### config.mk
export PLATFORM = sky130hd
export DESIGN_NAME = ctlPipeChain
export DESIGN_NICKNAME = d
export VERILOG_FILES = /design/src/rtl/ctlPipePkg.sv /design/src/rtl/ctlMainDecoder.sv /design/src/rtl/ctlStageChain.sv /design/src/rtl/ctlPipeChain.sv
export SDC_FILE = /design/constraint.sdc
export NUM_CORES = 1
export LEC_CHECK = 0
export CORE_AREA = 2 2 39 41
export CTS_CLUSTER_SIZE = 30
export DETAILED_ROUTE_END_ITERATION = 6
export DIE_AREA = 0 0 41 43
export GPL_ROUTABILITY_DRIVEN = 0
export HOLD_SLACK_MARGIN = 0.06
export PLACE_DENSITY = 0.7
export SETUP_SLACK_MARGIN = 0.1
export SLEW_MARGIN = 20
export SYNTH_ARGS = -nofsm -noshare
export SYNTH_HDL_FRONTEND = slang
export SYNTH_SLANG_ARGS = --single-unit
export TNS_END_PERCENT = 1
### constraint.sdc
create_clock -name clk -period 0.9 [get_ports clk]
set_input_delay 0.18 -clock clk [delete_from_list [all_inputs] [get_ports clk]]
set_output_delay 0.18 -clock clk [all_outputs]
set_load 0.005 [all_outputs]
### src/rtl/ctlPipePkg.sv
package ctlPipePkg;
  parameter int ALU_OP_W = 2;

  localparam logic [ALU_OP_W-1:0] ALU_ADD   = 2'b00;
  localparam logic [ALU_OP_W-1:0] ALU_SUB   = 2'b01;
  localparam logic [ALU_OP_W-1:0] ALU_FUNCT = 2'b10;

  // Full bundle held between decode and execute
  typedef struct packed {
    logic                memToReg;
    logic                regWrite;
    logic                memRead;
    logic                memWrite;
    logic                branch;
    logic                aluSrc;
    logic                regDst;
    logic [ALU_OP_W-1:0] aluOp;
  } exCtlT;

  // Bits still needed after execute
  typedef struct packed {
    logic memToReg;
    logic regWrite;
    logic memRead;
    logic memWrite;
    logic branch;
  } memCtlT;

  // Bits still needed after memory access
  typedef struct packed {
    logic memToReg;
    logic regWrite;
  } wbCtlT;

  function automatic memCtlT dropExBits(exCtlT c);
    memCtlT m;
    m.memToReg = c.memToReg;
    m.regWrite = c.regWrite;
    m.memRead  = c.memRead;
    m.memWrite = c.memWrite;
    m.branch   = c.branch;
    return m;
  endfunction

  function automatic wbCtlT dropMemBits(memCtlT c);
    wbCtlT w;
    w.memToReg = c.memToReg;
    w.regWrite = c.regWrite;
    return w;
  endfunction
endpackage

### src/rtl/ctlMainDecoder.sv
module ctlMainDecoder
  import ctlPipePkg::*;
#(
  parameter int                    OPCODE_W  = 6,
  parameter logic [OPCODE_W-1:0]   OP_RTYPE  = 6'h00,
  parameter logic [OPCODE_W-1:0]   OP_LOAD   = 6'h23,
  parameter logic [OPCODE_W-1:0]   OP_STORE  = 6'h2B,
  parameter logic [OPCODE_W-1:0]   OP_BRANCH = 6'h04
) (
  input  logic [OPCODE_W-1:0] opcode,
  output exCtlT               ctl
);
  always_comb begin
    ctl = '0;
    case (opcode)
      OP_RTYPE: begin
        ctl.regWrite = 1'b1;
        ctl.regDst   = 1'b1;
        ctl.aluOp    = ALU_FUNCT;
      end
      OP_LOAD: begin
        ctl.aluSrc   = 1'b1;
        ctl.memRead  = 1'b1;
        ctl.memToReg = 1'b1;
        ctl.regWrite = 1'b1;
        ctl.aluOp    = ALU_ADD;
      end
      OP_STORE: begin
        ctl.aluSrc   = 1'b1;
        ctl.memWrite = 1'b1;
        ctl.aluOp    = ALU_ADD;
      end
      OP_BRANCH: begin
        ctl.branch   = 1'b1;
        ctl.aluOp    = ALU_SUB;
      end
      default: ctl = '0;  // unknown opcode: no-op bundle
    endcase
  end

  // Memory strobes are exclusive and a load always writes back its data
  always_comb begin
    a_r3_load_writes_back: assert (!ctl.memRead || (ctl.memToReg && ctl.regWrite));
    a_r4_store_no_regwrite: assert (!ctl.memWrite || !ctl.regWrite);
    a_r5_strobes_exclusive: assert ($onehot0({ctl.memRead, ctl.memWrite, ctl.branch}));
  end
endmodule

### src/rtl/ctlStageChain.sv
module ctlStageChain
  import ctlPipePkg::*;
(
  input  logic   clk,
  input  logic   rst,
  input  logic   bubble,
  input  exCtlT  decCtl,
  output exCtlT  exCtl,
  output memCtlT memCtl,
  output wbCtlT  wbCtl
);
  exCtlT  idExQ;
  memCtlT exMemQ;
  wbCtlT  memWbQ;
  exCtlT  idExD;

  // A bubble replaces the decoded bits with zeros
  assign idExD = bubble ? exCtlT'('0) : decCtl;

  always_ff @(posedge clk) begin
    if (rst) begin
      idExQ  <= '0;
      exMemQ <= '0;
      memWbQ <= '0;
    end else begin
      idExQ  <= idExD;
      exMemQ <= dropExBits(idExQ);
      memWbQ <= dropMemBits(exMemQ);
    end
  end

  assign exCtl  = idExQ;
  assign memCtl = exMemQ;
  assign wbCtl  = memWbQ;

  a_r1_reset_clears: assert property (@(posedge clk)
    rst |=> (idExQ == '0 && exMemQ == '0 && memWbQ == '0));

  a_r7_bubble_zero: assert property (@(posedge clk) disable iff (rst)
    bubble |=> (idExQ == '0));

  a_r8_mem_follows_ex: assert property (@(posedge clk) disable iff (rst)
    !rst |=> (exMemQ.memRead == $past(idExQ.memRead) &&
              exMemQ.memWrite == $past(idExQ.memWrite) &&
              exMemQ.branch == $past(idExQ.branch) &&
              exMemQ.regWrite == $past(idExQ.regWrite)));

  a_r9_wb_follows_mem: assert property (@(posedge clk) disable iff (rst)
    !rst |=> (memWbQ.regWrite == $past(exMemQ.regWrite) &&
              memWbQ.memToReg == $past(exMemQ.memToReg)));
endmodule

### src/rtl/ctlPipeChain.sv
module ctlPipeChain
  import ctlPipePkg::*;
#(
  parameter int OPCODE_W = 6
) (
  input  logic                clk,
  input  logic                rst,
  input  logic [OPCODE_W-1:0] opcode,
  input  logic                bubble,
  output logic                exAluSrc,
  output logic                exRegDst,
  output logic [ALU_OP_W-1:0] exAluOp,
  output logic                memRead,
  output logic                memWrite,
  output logic                memBranch,
  output logic                wbMemToReg,
  output logic                wbRegWrite
);
  exCtlT  decCtl;
  exCtlT  exCtl;
  memCtlT memCtl;
  wbCtlT  wbCtl;

  ctlMainDecoder #(.OPCODE_W(OPCODE_W)) uDecoder (
    .opcode (opcode),
    .ctl    (decCtl)
  );

  ctlStageChain uChain (
    .clk    (clk),
    .rst    (rst),
    .bubble (bubble),
    .decCtl (decCtl),
    .exCtl  (exCtl),
    .memCtl (memCtl),
    .wbCtl  (wbCtl)
  );

  assign exAluSrc   = exCtl.aluSrc;
  assign exRegDst   = exCtl.regDst;
  assign exAluOp    = exCtl.aluOp;
  assign memRead    = memCtl.memRead;
  assign memWrite   = memCtl.memWrite;
  assign memBranch  = memCtl.branch;
  assign wbMemToReg = wbCtl.memToReg;
  assign wbRegWrite = wbCtl.regWrite;
endmodule

After elaboration in Yosys (flattened, before gate mapping). Cells that the tools add are included.

Output and inout bits: 9. Flip-flop bits (word level): 14. Bits of input ports: 9.

Multiplexer cells: 7. Equality and inequality tests: 3. Reduce and logical (&&, ||, !) cells: 4.

Operators with widths (count): equality test 6 bit, second input constant (2); equality test 6 x 3 -> 1 bit, second input constant (1); zero test 6 bit (1); 2-to-1 mux 1 bit (6); OR reduction 2 bit (3); one-hot mux 2 bit (2 select lines) (1).

Logic depth before layout (Yosys ltp).
Word-level depth: 3. Mapped depth: 2.

By module. A second synthesis with hierarchy kept.

Cells, all modules: 47. Area, all modules: 600.6 µm².

Modules (own cells, without submodules): ctlStageChain (area an instance 500.5 µm², cells an instance 34, instances 1, seq. area each 320.3 µm²); ctlMainDecoder (area an instance 100.1 µm², cells an instance 13, instances 1, seq. area each 0.0 µm²).

Worst setup path before layout. Ideal clock, no wire load.

Kind: in2reg. From: input port opcode[3]. To: register uChain.idExQ (netlist bit uChain.exCtl[7]). Setup slack: -0.010 ns. Stages: 2. Arrival: 0.830 ns. Buffers on the path: 0. Cells stage by stage: or4_4 > a211oi_2.

Word-level cells in the longest chain between the ends: 3.

RTL lines: start: declaration (line ctlPipeChain.sv:8) `input logic [OPCODE_W-1:0] opcode,`; equality test 6 bit / zero test 6 bit (equally long branches) (line ctlMainDecoder.sv:15) `case (opcode)`; OR reduction 2 bit (no line) *; 2-to-1 mux 1 bit * (line ctlMainDecoder.sv:15); end signal: assignment (line ctlStageChain.sv:26) `idExQ <= idExD;`; end: declaration (line ctlStageChain.sv:12) `exCtlT idExQ;`.

Mark *: on every way between the ends. The rest lies on a longest branch, timed or not. A chain may end at the register's enable or synchronous reset.

Worst setup path after layout.
From: register uChain.exMemQ (netlist bit uChain.memCtl[2]). To: output port memRead.

RTL lines: start: declaration (line ctlStageChain.sv:13) `memCtlT exMemQ;`; start signal: assignment (line ctlStageChain.sv:27) `exMemQ <= dropExBits(idExQ);`; end: declaration (line ctlPipeChain.sv:13) `output logic memRead,`.

No word-level cell between the ends.

==> flow_results.org <==
** Logic synthesis
- A synthesized cell averages 11.9 um2.
- Of the post-synthesis cell area, the part taken by muxes is 0%.
- When the netlist entered floorplanning its net count stood at between 40 and 50.
- Sequential-to-total area share from yosys stat :: a little over three fifths
- The Yosys step of the flow raised 0 warnings.
- Parity-gate share of the synthesized area counting xor and xnor cells :: 0%
- Of the post-synthesis cell area, the dominant cell type holds 62.5%.
- Synth Area in Simple Gates :: 30.9%
- Count of cell types in the netlist :: 15
- After Yosys synthesis, full adders, half adders and majority gates account for 0% of the synthesized area.
- Compound-Gate Fraction of Synth Area :: under 10%
- Cell types with the largest area share after synthesis :: sky130_fd_sc_hd__dfxtp_1 (62%), sky130_fd_sc_hd__nor2b_1 (9.0%), sky130_fd_sc_hd__buf_4 (3.6%)
- After synthesis, the largest family of logic cells by area is simple AND/OR/NAND/NOR gates.
- Counting flops and latches in the post-synthesis netlist gives 13.
- Cell type contributing the most total cell area after synthesis :: sky130_fd_sc_hd__dfxtp_1
- Mapped Area :: 417 um2
- The cell count after synthesis came out at 35.

** Global routing
- Entering global routing, the biggest net connects 8 pins.
- Global routing used 9.42% of the available tracks.
- After global routing the overflow that remains totals 0.
- The initial antenna violation count came to 0.
- The number of global-route vias before repair was ~290.
- Global-route wire length before repair :: 1.08 mm

** Routing
- Metal-1 WL :: approximately 280 um
- The routed design uses approximately 380 um of met2 wire.
- Post-detailed-routing wire length :: 752 um
- Via count of the routed design :: between 300 and 400
- The first detailed-routing pass ran for 2 iterations.
- Summed over all nets, wire length on met3 after detailed routing comes to 89 um.
- DRC :: 0
- First DRT Iteration DRCs :: 1
- Via density :: 4.34
- Detailed-route wire length per cell :: 9.89 um
- Remaining antenna violation count after routing :: 0
- Uppermost signal routing layer after detailed routing :: met3

** Worst setup path
- CP startpoint :: uChain.memCtl[2]
- Cell family contributing the most delay on the critical path :: flip-flops
- Largest stage delay on the critical path :: 0.32 ns
- The setup path with the least slack is of type flop to output pin.
- Startpoint of the lowest-slack register-to-register path :: uChain.exCtl[0]
- Slowest cell on the critical path :: sky130_fd_sc_hd__dfxtp_2
- For the worst setup path, the data arrival time is 0.69 ns.
- Data on the critical path is required at its endpoint by 0.72 ns.
- Count of buffer and inverter cells on the critical path :: 1
- Maximum fanout count along the critical path :: 2
- The worst setup path is launched from a flop.
- STA classifies the critical path endpoint as an output pin.
- In this run the number of cells on the critical path is 1.
- Following the worst setup path forward leads to its endpoint at memRead.
- Cells along the critical path :: buf_2
- Worst-case register-to-register setup slack :: 0.36 ns
- The worst register-to-register path ends at uChain.memCtl[0].
- Depth of the worst register-to-register path :: 1

** Finish
- Area growth, synth to finish :: 49.5%
- Of the cells placed in the final design, the portion with a size suffix greater than 1 is 51.7%.
- Final standard cell area without fillers :: 623 um2
- Total area of multi-input combinational cells :: 158 um2
- Number of diodes :: 0
- At the end of the flow, the number of nets in the layout was 70.
- The layout has 145 filler cells.
- Sequential Area :: 264 um2
- Non-filler instance count after layout :: 76

** Power
- Total power divided by cell area :: 1580 nW/um2
- Leakage component of the power :: between 0.0002 and 0.0003 uW
- IR analysis of the VDD net gives a maximum drop of 580 uV.

** Min path
- The path class of the tightest hold or removal check is input port to flop.
- The startpoint identified for the worst hold timing path is bubble.

** Clock network
- CTS Hold Bufs :: 0
- The cell sitting at the root of the clock tree is a sky130_fd_sc_hd__clkbuf_4.
- CTS H-Tree Depth :: 1
- Once the clock tree was built, the setup fixing pass inserted 0 buffers.
- Number of buffers on the longest clock path :: 2
- Clock Sink Count :: 13
- After clock tree synthesis, the clock-pin slew on the worst setup and hold paths is roughly 0.070 ns.
- The clock reaches the later pin of the worst-skew pair after 0.26 ns.
- Num CTS Buffers :: 3
- TritonCTS built the clock tree.

** Place
- In this run the cell area measured after placement is 637 um2.
- In this run, placement finished with an instance count of 72.
- Port buffering added 17 buffers.

** Die
- From bottom edge to top edge, the die measures 43 um.
- Core Region :: 1380 um2
- Site row count :: 14
- Die ar. :: 1760 um2
- Measured along the x axis, the die boundary spans 41 um.
- Starting Density :: a little under a third
- During I/O placement, the number of pins put on the boundary was 18.

** STA
- Final Hold Viols :: 0
- Period minus WS final :: between 0.8 and 0.9 ns
- Crit share post-route :: 96.7%
- Setup repair after global routing missed its margin :: yes
- Number of slew-limit violations in the final report :: 0
- Across the routed clock network, the largest skew measured is 0.000422 ns.
- Setup violations remaining at the end of the flow were counted as 0.
- For the pin with the worst max-slew slack, the measured transition is 0.217 ns.
- Fmax :: 1.15 GHz
- The worst pin sits at a relative slew slack of 85.4%.

** Outcome
- The flow ran to the end, and the final reports show no timing, DRC or antenna violations.

** Job
- Max-cap violations in this run came to 0.
==> metal layers <==
layer  up-vias  track usage [%]
met1       143             10.9
met3         0             3.14
li1        172                -
met2        15             14.1
met5         -                0
met4         0             6.00
==> cells in the final DEF (no fill, tap or decap), drive strengths merged, types with 2 or more instances in the layout <==
cell | netlist | final
dfxtp | 13 | 13
nor3 | 2 | 2
nor2b | 6 | 6
and3b | 2 | 2
clkdlybuf4s15 | 0 | 3
buf | 2 | 17
clkbuf | 0 | 6
nor4 | 2 | 2
==> how the worst min path moves through the flow <==
stage	end	slack, ns	cells past startpoint
final	uChain.exCtl[7]	0.20	3
after global routing	uChain.exCtl[7]	0.18	3
after CTS	uChain.exCtl[3]	0.19	3
after detailed placement	uChain.memCtl[2]	0.43	1
after global placement	uChain.memCtl[2]	0.42	1
after floorplan	uChain.exCtl[7]	0.25	1
==> what timing repair did <==
action	4_1_cts	5_1_grt
endpoints found under the setup margin	16	13
resized for setup	52	11
pin swaps	3	2
==> logic make-up after synthesis <==
group,Yosys count
AOI/OAI and AO/OA,1
buffers and inverters,2
DFF,13
and+or+nand+nor,19
==> cell type report <==
class | count | share of cell area [%]
multi-input combinational | 20 | 25.3
tap | 16 | 3.21
timing repair buffer | 23 | 24.9
sequential | 13 | 42.4
clock buffer | 4 | 4.22
==> cell usage after synthesis, drive strengths merged <==
cell type / instances
a211oi: 1
and3: 1
and3b: 2
buf: 2
dfxtp: 13
nand3: 1
nand4b: 1
nor2: 1
nor2b: 6
nor3: 2
nor4: 2
or3: 1
or3b: 1
or4: 1
==> registers in the layout (all words and copies together) (netlist names) <==
signal / count
uChain.memCtl: 4
uChain.exCtl: 7
uChain.wbCtl: 2
==> per-stage QoR <==
stage	setup TNS (ns)	hold slack [ns]	power (uW)	setup WS [ns]	util, %
2_1_floorplan	-0.00963	0.251	604	-0.00963	-
3_3_place_gp	-4.22	0.418	675	-0.458	46.0
3_5_place_dp	-4.48	0.435	676	-0.467	46.0
4_1_cts	0	0.191	998	0.0150	44.6
5_1_grt	-0.0541	0.178	1050	-0.0135	45.0
6_report	0	0.196	982	0.0293	45.0
==> report_power, final <==
part / total, uW / switching (uW) / leakage (uW) / internal (uW)
sequential: 577 / 0.386 / 0.000106 / 577
clock: 327 / 155 / 0.0000150 / 171
combinational: 78.3 / 34.9 / 0.000164 / 43.4
Note: power is estimated with default switching activity, not from simulation.
